<file path="config.mk">
export PLATFORM = sky130hd
export DESIGN_NAME = regbus_xcvr
export DESIGN_NICKNAME = d
export VERILOG_FILES = /design/src/rtl/xcvr_pkg.sv /design/src/rtl/xcvr_dir_ctrl.sv /design/src/rtl/xcvr_hold_reg.sv /design/src/rtl/xcvr_out_path.sv /design/src/rtl/regbus_xcvr.sv
export SDC_FILE = /design/constraint.sdc
export NUM_CORES = 1
export LEC_CHECK = 0
export BUFFER_PORTS_ARGS = -buffer_cell sky130_fd_sc_hd__buf_2
export CAP_MARGIN = 40
export CORE_ASPECT_RATIO = 0.6
export CORE_MARGIN = 2
export CORE_UTILIZATION = 34
export CTS_CLUSTER_SIZE = 25
export DETAILED_ROUTE_END_ITERATION = 10
export SLEW_MARGIN = 20
export SYNTH_ARGS = -nofsm -noshare
export SYNTH_HDL_FRONTEND = slang
export SYNTH_SLANG_ARGS = --single-unit
export TNS_END_PERCENT = 100
</file>
<file path="constraint.sdc">
create_clock -name clk -period 2.1 [get_ports clk]
set_clock_uncertainty 0.1 [all_clocks]
set_input_delay 0.42 -clock clk [delete_from_list [all_inputs] [get_ports clk]]
set_output_delay 0.42 -clock clk [all_outputs]
set_load 0.01 [all_outputs]
</file>
<file path="src/rtl/xcvr_pkg.sv">
package xcvr_pkg;

  typedef struct packed {
    logic drive_a;
    logic drive_b;
  } drive_t;

  // Which side is driven, given the active-low enable and direction
  function automatic drive_t decode_drive(input logic en_n, input logic dir_a2b);
    drive_t d;
    d.drive_a = ~en_n & ~dir_a2b;
    d.drive_b = ~en_n &  dir_a2b;
    return d;
  endfunction

  // Strobe edge: sampled high now, low on the previous sample
  function automatic logic rise(input logic now_v, input logic prev_v);
    return now_v & ~prev_v;
  endfunction

endpackage

</file>
<file path="src/rtl/xcvr_dir_ctrl.sv">
module xcvr_dir_ctrl
  import xcvr_pkg::*;
(
  input  logic clk,
  input  logic rst_n,
  input  logic en_n,
  input  logic dir_a2b,
  output logic drive_a,
  output logic drive_b
);
  drive_t dec;

  always_comb begin
    dec     = decode_drive(en_n, dir_a2b);
    drive_a = dec.drive_a;
    drive_b = dec.drive_b;
  end


  drive_excl_chk: assert property (@(posedge clk) disable iff (!rst_n)
    !(drive_a && drive_b));


  iso_nodrive_chk: assert property (@(posedge clk) disable iff (!rst_n)
    en_n |-> (!drive_a && !drive_b));

endmodule

</file>
<file path="src/rtl/xcvr_hold_reg.sv">
module xcvr_hold_reg
  import xcvr_pkg::*;
#(
  parameter int W = 8
) (
  input  logic         clk,
  input  logic         rst_n,
  input  logic         strobe,
  input  logic [W-1:0] d,
  output logic [W-1:0] q
);
  logic strobe_q;
  logic cap_evt;

  assign cap_evt = rise(strobe, strobe_q);

  always_ff @(posedge clk) begin
    if (!rst_n) begin
      strobe_q <= 1'b0;
      q        <= '0;
    end else begin
      strobe_q <= strobe;
      if (cap_evt) q <= d;
    end
  end


  cap_load_chk: assert property (@(posedge clk) disable iff (!rst_n)
    cap_evt |=> (q == $past(d)));


  hold_stable_chk: assert property (@(posedge clk) disable iff (!rst_n)
    (strobe && strobe_q) |=> $stable(q));

endmodule

</file>
<file path="src/rtl/xcvr_out_path.sv">
module xcvr_out_path #(
  parameter int W      = 8,
  parameter bit INVERT = 1'b0
) (
  input  logic         clk,
  input  logic         rst_n,
  input  logic         drive,
  input  logic         sel_held,
  input  logic [W-1:0] live,
  input  logic [W-1:0] held,
  output logic [W-1:0] out,
  output logic [W-1:0] oe
);
  localparam logic [W-1:0] FLIP = INVERT ? {W{1'b1}} : {W{1'b0}};

  logic [W-1:0] src;

  function automatic logic [W-1:0] pick(input logic s, input logic [W-1:0] l,
                                        input logic [W-1:0] h);
    return s ? h : l;
  endfunction

  always_comb begin
    src = pick(sel_held, live, held);
    out = drive ? (src ^ FLIP) : '0;
    oe  = {W{drive}};
  end


  oe_full_chk: assert property (@(posedge clk) disable iff (!rst_n)
    drive |-> (oe == {W{1'b1}}));


  idle_zero_chk: assert property (@(posedge clk) disable iff (!rst_n)
    !drive |-> (oe == '0 && out == '0));

endmodule

</file>
<file path="src/rtl/regbus_xcvr.sv">
module regbus_xcvr #(
  parameter int W      = 8,
  parameter bit INVERT = 1'b0
) (
  input  logic         clk,
  input  logic         rst_n,
  input  logic         en_n,
  input  logic         dir_a2b,
  input  logic         sel_ab,
  input  logic         sel_ba,
  input  logic         cap_ab,
  input  logic         cap_ba,
  input  logic [W-1:0] a_in,
  output logic [W-1:0] a_out,
  output logic [W-1:0] a_oe,
  input  logic [W-1:0] b_in,
  output logic [W-1:0] b_out,
  output logic [W-1:0] b_oe
);
  logic         drive_a;
  logic         drive_b;
  logic [W-1:0] held_ab;
  logic [W-1:0] held_ba;

  xcvr_dir_ctrl u_dir (
    .clk     (clk),
    .rst_n   (rst_n),
    .en_n    (en_n),
    .dir_a2b (dir_a2b),
    .drive_a (drive_a),
    .drive_b (drive_b)
  );

  xcvr_hold_reg #(.W(W)) u_reg_ab (
    .clk    (clk),
    .rst_n  (rst_n),
    .strobe (cap_ab),
    .d      (a_in),
    .q      (held_ab)
  );

  xcvr_hold_reg #(.W(W)) u_reg_ba (
    .clk    (clk),
    .rst_n  (rst_n),
    .strobe (cap_ba),
    .d      (b_in),
    .q      (held_ba)
  );

  xcvr_out_path #(.W(W), .INVERT(INVERT)) u_path_b (
    .clk      (clk),
    .rst_n    (rst_n),
    .drive    (drive_b),
    .sel_held (sel_ab),
    .live     (a_in),
    .held     (held_ab),
    .out      (b_out),
    .oe       (b_oe)
  );

  xcvr_out_path #(.W(W), .INVERT(INVERT)) u_path_a (
    .clk      (clk),
    .rst_n    (rst_n),
    .drive    (drive_a),
    .sel_held (sel_ba),
    .live     (b_in),
    .held     (held_ba),
    .out      (a_out),
    .oe       (a_oe)
  );


  bus_excl_chk: assert property (@(posedge clk) disable iff (!rst_n)
    !((|a_oe) && (|b_oe)));


  iso_port_chk: assert property (@(posedge clk) disable iff (!rst_n)
    en_n |-> (a_oe == '0 && b_oe == '0));

endmodule

</file>
### Word level (Yosys, flattened, before mapping)

Cells that the tools add are included.
W data, S select, Z words.

* input port bits: 24
* output and inout bits: 32
* register bits: 18
* bits in latches: 0
* ROM bits: 0
* memory bits (writable): 0
* memories kept: 0
* logic and storage cells: 16

* divide/modulo/power cells: 0
* multiplexer cells: 4
* reductions and logical operators: 0
* $lt $le $gt $ge: 0
* $add $sub $neg: 0
* bitwise logic cells: 8
* equality and inequality tests: 0
* multipliers: 0
* shifts and indexed selects: 0

Operators with widths (count)
* $mux W8: 4
* $and A1 B1 Y1: 4
* $not A1 Y1: 4

### Longest topological paths before layout

Gate-level depths: netlist (run 1).

* word-level depth: 3
* gate-level depth with buffers: 4

### Cells and area by module

Synthesis (run 1) repeated with hierarchy kept, for this count alone.

* cell total of the unflattened synthesis: 128
* area, all modules: 1171.1 µm²

Modules (own cells, without submodules)
* xcvr_hold_reg: instances 2, cells each 38, area each 377.9 µm²
* xcvr_out_path: instances 2, cells each 25, area each 201.4 µm²
* xcvr_dir_ctrl: instances 1, cells each 2, area each 12.5 µm²

### Worst setup path before layout (run 1)

Ideal clock, no wire load.

* kind: input to output
* from: input port dir_a2b
* to: output port a_oe[0]
* required time: 1580 ps
* slack: 590 ps
* data arrival time: 990 ps
* cell stages on the path: 4
* path through: or2_1 -> buf_6 -> inv_2 -> buf_4

* longest elaborated chain between the ends: 2

Ends and longest elaborated chain
* start, declared: RTL line regbus_xcvr.sv:8 `input logic dir_a2b,`
* $not A1 Y1: RTL line xcvr_pkg.sv:11 `d.drive_a = ~en_n & ~dir_a2b;`
* $and A1 B1 Y1: RTL line xcvr_pkg.sv:11
* end, declared: RTL line regbus_xcvr.sv:15 `output logic [W-1:0] a_oe,`

Every way passes these cells.

### Final worst setup path (run 1)

* from: input port dir_a2b
* to: output port a_out[3]

* longest elaborated chain between the ends: 3

Ends and longest elaborated chain
* $not A1 Y1: RTL line xcvr_pkg.sv:11
* $and A1 B1 Y1: RTL line xcvr_pkg.sv:11
* $mux W8: RTL line xcvr_out_path.sv:25 `out = drive ? (src ^ FLIP) : '0;`
* end, declared: RTL line regbus_xcvr.sv:14 `output logic [W-1:0] a_out,`

Every way passes these cells.

==> results of run 1 <==
-- layout make-up --
class	instances	area (sq um)	area share, %
Multi-Input combinational cell	86	548	42.1
Sequential cell	18	360	27.7
Timing Repair Buffer	55	275	21.1
Tap cell	45	56.3	4.32
Clock buffer	4	55.1	4.23
Inverter	2	7.51	0.576
-- kinds of logic (layout without fill, tap and decap cells) --
logic type | after synthesis | in the layout | synth area share [%]
simple gates | 54 | 54 | 20.1
buf+inv | 28 | 61 | 19.7
flops | 18 | 18 | 31.9
mux | 32 | 32 | 28.3
-- power groups by stage --
stage	logic (mW)	clock network (mW)	registers, mW
3_3_place_gp	0.157	0	0.380
6_report	0.160	0.278	0.373
4_1_cts	0.163	0.291	0.373
5_1_grt	0.179	0.311	0.375
3_5_place_dp	0.163	0	0.381
2_1_floorplan	0.139	0	0.378
-- metrics by stage --
step	instances	total power, mW	setup WS [ns]	util (%)
floorplan	132	0.518	0.590	-
global placement	206	0.537	0.423	38.7
detailed placement	206	0.544	0.406	38.7
CTS	210	0.827	0.404	40.4
global route	210	0.865	0.310	40.4
finish	210	0.811	0.416	40.4
-- state kept, by name, summed over array words and instances (netlist names) --
signal             cells
u_reg_ab.q             8
u_reg_ba.q             8
u_reg_ab.strobe_q      1
u_reg_ba.strobe_q      1
-- worst reg2reg max path, stage by stage (launching register included) --
cell,delay [ns]
dfxtp_1,0.31
nor2b_2,0.45
mux2i_1,0.25
-- cells in the final DEF, fill, tap and decap left out --
master,instances
buf_2,55
nor2b_2,1
nand2b_1,1
nor2_1,16
inv_2,2
and2_1,2
dfxtp_1,18
or2_1,1
nand2_1,32
mux2i_1,32
clkbuf_8,4
nor2b_4,1
-- routing by layer --
| layer | part of all wire [%] | global-route usage [%] | up-vias |
|---|---|---|---|
| li1 | - | - | 467 |
| met1 | 47 | 15.5 | 398 |
| met2 | 45 | 19.8 | 25 |
| met3 | 7.1 | 4.48 | 2 |
| met4 | 0.95 | 3.51 | 0 |
| met5 | 0 | 0 | - |
-- worst max-delay path by stage --
stage                     to  slack [ns]  cells after the start
global route        a_out[7]        0.31                      4
finish              a_out[3]        0.42                      4
CTS                  a_oe[4]        0.40                      4
detailed placement   a_oe[4]        0.41                      4
global placement    a_out[5]        0.42                      4
floorplan            a_oe[0]        0.59                      4
==> out/qor.log, run 1 <==
qor: synth.synth.avg_cell_area 8.57 sq um
qor: critical_path.cp.required 1.58 ns
qor: synth.postSynth.asyncResetShare 0%
qor: die.die_w 78.5 microns
qor: timing.timing.final.crit_share 80.2%
qor: synth.netlist.area_leader.share 31.9%
qor: timing.whs 0.284 ns
qor: placement.gp_routability_congestion 0.730
qor: route.drt_wl_total 2210 microns
qor: job.max_capacitance_violation_count 0
qor: timing.rsz0062_at_grt no
qor: placement.placed_area 0.00125 sq mm
qor: clock_tree.numCtsBuffers 3
qor: synth.edff_count_synth 0
qor: timing.maxClockFrequency 594 MHz
qor: critical_path.crit_path_max_incr_delay 0.35 ns
qor: clock_tree.htree_levels 1
qor: hold_path.hold_path_depth 2
qor: synth.cell_count_after_synthesis 132
qor: finish.num_antenna_cells 0
qor: finish.final.fill_count 357
qor: synth.synthDistinctLibCells 13
qor: finish.areaGrowthSynthToFinish 15.2%
qor: power_and_ir_drop.power.internal 0.603 mW
qor: placement.io_buffer_count 55
qor: route.route.vias.total 892
qor: grt.initial_antenna_violation_count 0
qor: critical_path.crit_chain buf_2, or2_1, nor2_1, buf_2
qor: clock_tree.clkTransAtPathRegs 0.07 ns
qor: grt.grt_first_pass_wirelength 3690 microns
qor: route.route.detailed.drc 0
qor: clock_tree.clock_tree_from_tritoncts done
qor: critical_path.r2r_setup_slack 0.93 ns
qor: grt.globalRoute.totalOverflow 0
qor: synth.synth-seq-cells 18
qor: grt.first_global_vias 821
qor: finish.final_area 0.00130 sq mm
qor: critical_path.cp_data_arrival_time 1.16 ns
qor: synth.synth_ff_type dfxtp_1
qor: synth.top_cells_by_area_in_the_synthesized_netlist dfxtp_1 32%, mux2i_1 28%, buf_4 13%
qor: timing.post-route-min-period 1.68 ns
qor: critical_path.critPathTopFamily simple AND/OR/NAND/NOR gates
qor: timing.max_slew.worst_pin.slew 0.554 ns
qor: clock_tree.insertion_delay 0.25 ns
qor: clock_tree.root_buffer clkbuf_8
qor: grt.grtUsageTotal 12.3%
qor: clock_tree.cts-hold-fix-buffers 0
qor: critical_path.worst_r2r_startpoint u_reg_ab.strobe_q
qor: timing.slew_viol_final 0
qor: power_and_ir_drop.pwr-share-comb 19.8%
qor: die.design.portCount 56
qor: die.rows 16
qor: synth.part_of_the_yosys_area_used_for_sequential_elements 31.9%
qor: finish.layout-drive-gt1-share 38.2%
qor: power_and_ir_drop.power.ir.vdd_worst 0.243 mV
qor: timing.final.setup.tns 0 ns
qor: power_and_ir_drop.total_switching_power 0.208 mW
qor: critical_path.worst-path-buf-inv 2
qor: power_and_ir_drop.switching_share 25.7%
qor: hold_path.min_from cap_ab
qor: synth.synth_nets 156
qor: timing.final-hold-violation-count 0
qor: critical_path.number_of_cells_on_the_worst_reg_to_reg_path 2
qor: power_and_ir_drop.p_clk_share 34.2%
qor: critical_path.start_kind input port
qor: power_and_ir_drop.fraction_of_power_consumed_by_sequential_logic 46.0%
qor: critical_path.worst_path_max_delay_cell or2_1
qor: critical_path.crit_top_cell buf_2
qor: clock_tree.cts_setup_buffers 0
qor: finish.final_net_count 190
qor: critical_path.crit_path_capture_type primary output
qor: route.post_drt_via_cell_ratio 4.25
qor: power_and_ir_drop.pwr_density_cell 623 mW/mm^2
qor: die.core_area 0.00322 sq mm
qor: synth.synth_top_cell_by_area dfxtp_1
qor: clock_tree.tritoncts_num_sinks 18
qor: synth.post_synth_instance_area 0.00113 sq mm
qor: critical_path.setup.worst_path.start dir_a2b
qor: grt.grt_max_degree 35
qor: synth.yosysWarnings 0
qor: critical_path.r2r-end u_reg_ab.q[2]
qor: timing.worst_slew_margin_rel 62.9%
qor: hold_path.worstHoldEndpoint u_reg_ab.strobe_q
qor: power_and_ir_drop.power_leakage 0.708 nW
qor: die.die_height 48.7 microns
qor: synth.synth_common_cells 32 x mux2i_1, 32 x nand2_1, 19 x buf_4, 18 x dfxtp_1, 16 x nor2_1
qor: die.die_area 0.00382 sq mm
qor: timing.finish_stage_setup_viols 0
qor: critical_path.crit_type input port to primary output
qor: route.drt-initial-drc-count 48
qor: route.drt_pre_antenna_iters 4
qor: die.initial_standard_cell_utilization_of_the_core 35.1%
qor: clock_tree.post_cts.resized_instances 0
qor: outcome.result_of_the_run finished, final reports clean
qor: hold_path.min-delay-path-class input port to register
qor: critical_path.critPathMaxFanout 9
qor: placement.hpwlAfterDp 1780 microns
qor: route.wire_length_per_cell 10.5 microns
qor: clock_tree.cts.path.max_buffers 2
qor: route.antenna_violating_nets_post_route 0
No activity file was read; power rests on OpenSTA's default activity.
==> run 2: changes to the inputs <==
==> constraint.sdc (replaced) <==
create_clock -name clk -period 1.4 [get_ports clk]
set_clock_uncertainty 0.1 [all_clocks]
set_input_delay 0.28 -clock clk [delete_from_list [all_inputs] [get_ports clk]]
set_output_delay 0.28 -clock clk [all_outputs]
set_load 0.01 [all_outputs]
==> out/qor.log, run 2 (synthesis gave the netlist of run 1 again) <==
qor: outcome.result_of_the_run finished, final reports clean
qor: job.max_capacitance_violation_count 0
qor: clock_tree.cts.path.max_buffers 2
qor: clock_tree.numCtsBuffers 3
qor: finish.layout_top_registers u_reg_ab.q x8, u_reg_ba.q x8
qor: die.rows 16
qor: grt.grt_first_pass_wirelength 3420 microns
qor: die.die_w 78.5 microns
qor: timing.final-hold-violation-count 0
qor: clock_tree.htree_levels 1
qor: critical_path.cp_data_arrival_time 0.95 ns
qor: timing.post-route-min-period 1.33 ns
qor: route.wire_length_per_cell 9.87 microns
qor: route.post_drt_via_cell_ratio 4.26
qor: clock_tree.cts_setup_buffers 0
qor: timing.finish_stage_setup_viols 0
qor: timing.timing.final.crit_share 94.9%
qor: power_and_ir_drop.power.ir.vdd_worst 0.404 mV
qor: hold_path.min-delay-path-class input port to register
qor: grt.grtUsageTotal 11.1%
qor: critical_path.cp.required 1.02 ns
qor: finish.postLayoutCoreUtil 40.8%
qor: route.route.vias.total 894
qor: die.core_area 0.00322 sq mm
qor: clock_tree.tritoncts_num_sinks 18
qor: critical_path.crit_type input port to primary output
qor: finish.final_area 0.00131 sq mm
qor: grt.initial_antenna_violation_count 0
qor: critical_path.crit_path_capture_type primary output
qor: placement.hpwlAfterDp 1650 microns
qor: die.die_height 48.7 microns
qor: power_and_ir_drop.power_leakage 0.712 nW
qor: finish.layout_common_cells 55 x buf_2, 32 x mux2i_1, 32 x nand2_1
qor: timing.rsz0062_at_grt no
qor: placement.placed_area 0.00127 sq mm
qor: timing.maxClockFrequency 753 MHz
qor: finish.layout-drive-gt1-share 39.4%
qor: route.antenna_violating_nets_post_route 0
qor: critical_path.start_kind input port
qor: die.design.portCount 56
qor: route.drt_pre_antenna_iters 4
qor: grt.grt_max_degree 35
qor: clock_tree.root_buffer clkbuf_8
qor: die.initial_standard_cell_utilization_of_the_core 35.1%
qor: critical_path.critPathMaxFanout 9
qor: grt.first_global_vias 775
qor: clock_tree.insertion_delay 0.25 ns
qor: finish.final_cells 210
qor: route.drt-initial-drc-count 53
qor: power_and_ir_drop.pwr_density_cell 879 mW/mm^2
qor: die.die_area 0.00382 sq mm
qor: clock_tree.clock_tree_from_tritoncts done
qor: placement.place.detailed.instances 207
qor: timing.worst_slew_margin_rel 62.3%
qor: route.drt_wl_total 2070 microns
qor: clock_tree.clkTransAtPathRegs 0.06 ns
qor: finish.final_common_cell buf_2
qor: finish.final_net_count 191
qor: finish.areaGrowthSynthToFinish 16.2%
qor: placement.io_buffer_count 55
qor: grt.globalRoute.totalOverflow 0
qor: placement.gp_routability_congestion 0.715
qor: timing.slew_viol_final 0
qor: route.route.detailed.drc 0
qor: timing.max_slew.worst_pin.slew 0.563 ns
qor: clock_tree.cts-hold-fix-buffers 0
qor: finish.num_antenna_cells 0
==> run 2: what timing repair did <==
item,in CTS,in global routing
endpoints found under the setup margin,14,16
endpoints found under the hold margin,0,0
resized for setup,1,1
==> run 2: cell type report <==
| type | instances | area (sq um) |
|---|---|---|
| Fill cell | 338 | 1910 |
| Multi-Input combinational cell | 86 | 553 |
| Sequential cell | 18 | 360 |
| Timing Repair Buffer | 56 | 295 |
| Tap cell | 45 | 56.3 |
| Clock buffer | 3 | 41.3 |
| Inverter | 2 | 7.51 |
==> run 2: per-stage QoR <==
stage | power (mW) | setup slack, ns | hold WS, ns | TNS, ns
2_1_floorplan | 0.776 | 0.170 | 0.302 | 0
3_3_place_gp | 0.813 | 0.00262 | 0.343 | 0
3_5_place_dp | 0.820 | -0.0171 | 0.348 | -0.137
4_1_cts | 1.18 | 0.0239 | 0.144 | 0
5_1_grt | 1.23 | 0.00789 | 0.151 | 0
6_report | 1.16 | 0.0720 | 0.152 | 0
==> run 2: critical path, cell delays in order <==
cell and delay (ns):
buf_2 0.11, or2_4 0.30, nor2_1 0.12, buf_2 0.14
==> run 2: worst paths after layout <==
check / slack [ns] / depth (start not counted) / startpoint / to
max reg2reg: 0.21 / 2 / u_reg_ab.strobe_q / u_reg_ab.q[7]
min: 0.15 / 2 / cap_ba / u_reg_ba.strobe_q
max: 0.07 / 4 / dir_a2b / a_out[1]
min reg2reg: 0.35 / 2 / u_reg_ab.q[6] / u_reg_ab.q[6]
==> run 2: per-layer routing <==
metal / global-route usage (%) / up-vias / wire, microns
met5: 0 / - / 0
met4: 3.51 / 0 / 8
met3: 3.36 / 2 / 126
met2: 18.1 / 26 / 910
met1: 14.3 / 396 / 1030
li1: - / 470 / -
==> run 2: power by group <==
part	leakage (nW)	total (mW)	switching [mW]	internal, mW
registers	0.148	0.560	0.0154	0.544
logic	0.542	0.248	0.129	0.119
clock network	0.0216	0.348	0.157	0.191
total	0.712	1.16	0.302	0.854
==> run 3: changes to the inputs <==
--- a/config.mk
+++ b/config.mk
@@ -5,12 +5,14 @@
 export SDC_FILE = /design/constraint.sdc
 export NUM_CORES = 1
 export LEC_CHECK = 0
+export ABC_AREA = 1
+export ABC_CLOCK_PERIOD_IN_PS = 1400
 export BUFFER_PORTS_ARGS = -buffer_cell sky130_fd_sc_hd__buf_2
 export CAP_MARGIN = 40
 export CORE_ASPECT_RATIO = 0.6
 export CORE_MARGIN = 2
 export CORE_UTILIZATION = 34
-export CTS_CLUSTER_SIZE = 25
+export CTS_CLUSTER_SIZE = 10
 export DETAILED_ROUTE_END_ITERATION = 10
 export SLEW_MARGIN = 20
 export SYNTH_ARGS = -nofsm -noshare
==> out/qor.log, run 3 <==
qor: synth.synth_adder_area_share 0%
qor: grt.first_global_vias 1003
qor: clock_tree.clkTransAtPathRegs 0.07 ns
qor: critical_path.cp.required 1.02 ns
qor: synth.edff_count_synth 0
qor: synth.compound_gate_fraction_of_synth_area 7.02%
qor: clock_tree.insertion_delay 0.25 ns
qor: finish.layout_common_cells 55 x buf_2, 50 x nand2_1, 32 x nor2_1
qor: die.die_w 78.8 microns
qor: timing.rsz0062_at_grt no
qor: finish.register_area 360 sq um
qor: synth.synth-seq-cells 18
qor: clock_tree.numCtsBuffers 3
qor: finish.multi_input_area 510 sq um
qor: power_and_ir_drop.power_leakage 0.805 nW
qor: synth.largest_family_of_logic_cells_by_synthesized_area simple AND/OR/NAND/NOR gates
qor: finish.layout_top_registers u_reg_ab.q x8, u_reg_ba.q x8
qor: synth.synth_ff_type dfxtp_1
qor: finish.postLayoutCoreUtil 43.0%
qor: outcome.result_of_the_run finished, final reports clean
qor: die.initial_standard_cell_utilization_of_the_core 35.4%
qor: grt.grt_first_pass_wirelength 4380 microns
qor: clock_tree.cts_setup_buffers 0
qor: die.die_height 48.9 microns
qor: critical_path.crit_path_capture_type primary output
qor: critical_path.start_kind register
qor: synth.synth-simple-area-share 36.6%
qor: die.core_area 0.00322 sq mm
qor: route.wire_length_per_cell 9.47 microns
qor: route.route.vias.total 1123
qor: synth.synth_nets 210
qor: timing.final.setup.tns 0 ns
qor: job.max_capacitance_violation_count 0
qor: synth.postSynth.asyncResetShare 0%
qor: critical_path.crit_type register to primary output
qor: clock_tree.htree_levels 1
qor: synth.yosysWarnings 0
qor: route.drt_wl_total 2560 microns
qor: die.design.portCount 56
qor: clock_tree.root_buffer clkbuf_8
qor: clock_tree.cts.path.max_buffers 2
qor: critical_path.critPathMaxFanout 2
qor: timing.max_slew.worst_pin.slew 0.343 ns
qor: finish.layout-drive-gt1-share 32.4%
qor: placement.hpwlAfterDp 1960 microns
qor: power_and_ir_drop.fraction_of_power_consumed_by_sequential_logic 45.3%
qor: clock_tree.post_cts.resized_instances 1
qor: power_and_ir_drop.switching_share 27.8%
qor: synth.synth.most_common_cell nand2_1
qor: power_and_ir_drop.power.internal 0.909 mW
qor: power_and_ir_drop.pwr_density_cell 910 mW/mm^2
qor: route.drt-initial-drc-count 49
qor: power_and_ir_drop.power.ir.vdd_worst 0.323 mV
qor: route.route.detailed.drc 0
qor: synth.synth_xor_area_share 0%
qor: timing.worst_slew_margin_rel 77.2%
qor: grt.initial_antenna_violation_count 0
qor: clock_tree.cts-hold-fix-buffers 0
qor: synth.synth_common_cells 52 x nand2_1, 32 x nor2_1, 26 x inv_1, 18 x dfxtp_1, 17 x buf_4
qor: power_and_ir_drop.fin_total_pwr 1.26 mW
qor: die.die_area 0.00385 sq mm
qor: timing.final-hold-violation-count 0
qor: synth.part_of_the_yosys_area_used_for_sequential_elements 31.6%
qor: grt.globalRoute.totalOverflow 0
qor: synth.synthDistinctLibCells 11
qor: finish.final_common_cell buf_2
qor: die.rows 16
qor: finish.areaGrowthSynthToFinish 21.4%
qor: synth.post_synth_instance_area 0.00114 sq mm
qor: grt.grt_max_degree 19
qor: clock_tree.tritoncts_num_sinks 18
qor: finish.final.fill_count 364
qor: timing.slew_viol_final 0
qor: hold_path.min-delay-path-class input port to register
qor: route.antenna_violating_nets_post_route 0
qor: timing.finish_stage_setup_viols 0
qor: timing.timing.final.crit_share 93.3%
qor: placement.io_buffer_count 55
qor: synth.netlist.area_leader.share 31.6%
qor: route.drt_pre_antenna_iters 3
qor: synth.synth.avg_cell_area 6.13 sq um
qor: power_and_ir_drop.p_clk_share 32.9%
qor: power_and_ir_drop.total_switching_power 0.351 mW
qor: timing.maxClockFrequency 766 MHz
qor: power_and_ir_drop.pwr-share-comb 21.8%
qor: grt.grtUsageTotal 14.0%
qor: critical_path.cp_data_arrival_time 0.93 ns
qor: clock_tree.clock_tree_from_tritoncts done
qor: synth.cell_count_after_synthesis 186
qor: route.post_drt_via_cell_ratio 4.16
qor: synth.synth_top_cell_by_area dfxtp_1
qor: placement.gp_routability_congestion 0.813
qor: finish.final_net_count 250
qor: synth.synth.mux.area_fraction 0%
qor: synth.top_cells_by_area_in_the_synthesized_netlist dfxtp_1 32%, nand2_1 17%, buf_4 11%
qor: finish.num_antenna_cells 0
qor: timing.post-route-min-period 1.31 ns
## run 3: worst paths after layout
path / from / endpoint / slack (ns) / cells after the start
worst min register to register: u_reg_ab.q[1] / u_reg_ab.q[1] / 0.39 / 2
worst max-delay path: u_reg_ba.q[0] / a_out[0] / 0.09 / 3
worst max register to register: u_reg_ba.strobe_q / u_reg_ba.q[1] / 0.41 / 4
worst min-delay path: a_in[0] / u_reg_ab.q[0] / 0.24 / 5
## run 3: per-stage QoR
step,instances,worst slack [ns],cell area (sq um),hold WS [ns]
2_1_floorplan,186,0.211,1140,0.355
3_3_place_gp,266,0.0137,1310,0.369
3_5_place_dp,266,0.000397,1310,0.372
4_1_cts,270,0.00239,1370,0.232
5_1_grt,270,0.000183,1390,0.261
6_report,270,0.0944,1390,0.239
## run 3: logic make-up after synthesis
group | count (synthesis)
AND/OR/NAND/NOR | 102
buffers and inverters | 50
AO/OA/AOI/OAI | 16
flip-flops | 18
## run 3: cell type report
| type | instances | area share (%) |
|---|---|---|
| repair buffers | 57 | 21.0 |
| inverters | 28 | 8.13 |
| flip-flops and latches | 18 | 26.0 |
| well taps | 45 | 4.07 |
| multi-input cells | 118 | 36.9 |
| clock buffers | 4 | 3.97 |
## run 3: critical path, cell delays in order (launching register included)
cell	delay [ns]
dfxtp_1	0.33
nand2_1	0.05
a21oi_1	0.14
buf_2	0.15
## run 3: power by group through the flow
stage	clock, mW	combinational (mW)	sequential, mW
final	0.415	0.275	0.571
after global routing	0.453	0.318	0.576
after CTS	0.433	0.271	0.571
after detailed placement	0	0.270	0.583
after global placement	0	0.269	0.582
after floorplan	0	0.210	0.578
## run 3: per-layer routing
metal / routed length (microns) / global-route usage, % / share of wire [%]
met1: 1390 / 20.8 / 54
met2: 1060 / 19.9 / 41
met3: 81 / 3.70 / 3.2
met4: 22 / 3.51 / 0.86
met5: 0 / 0 / 0
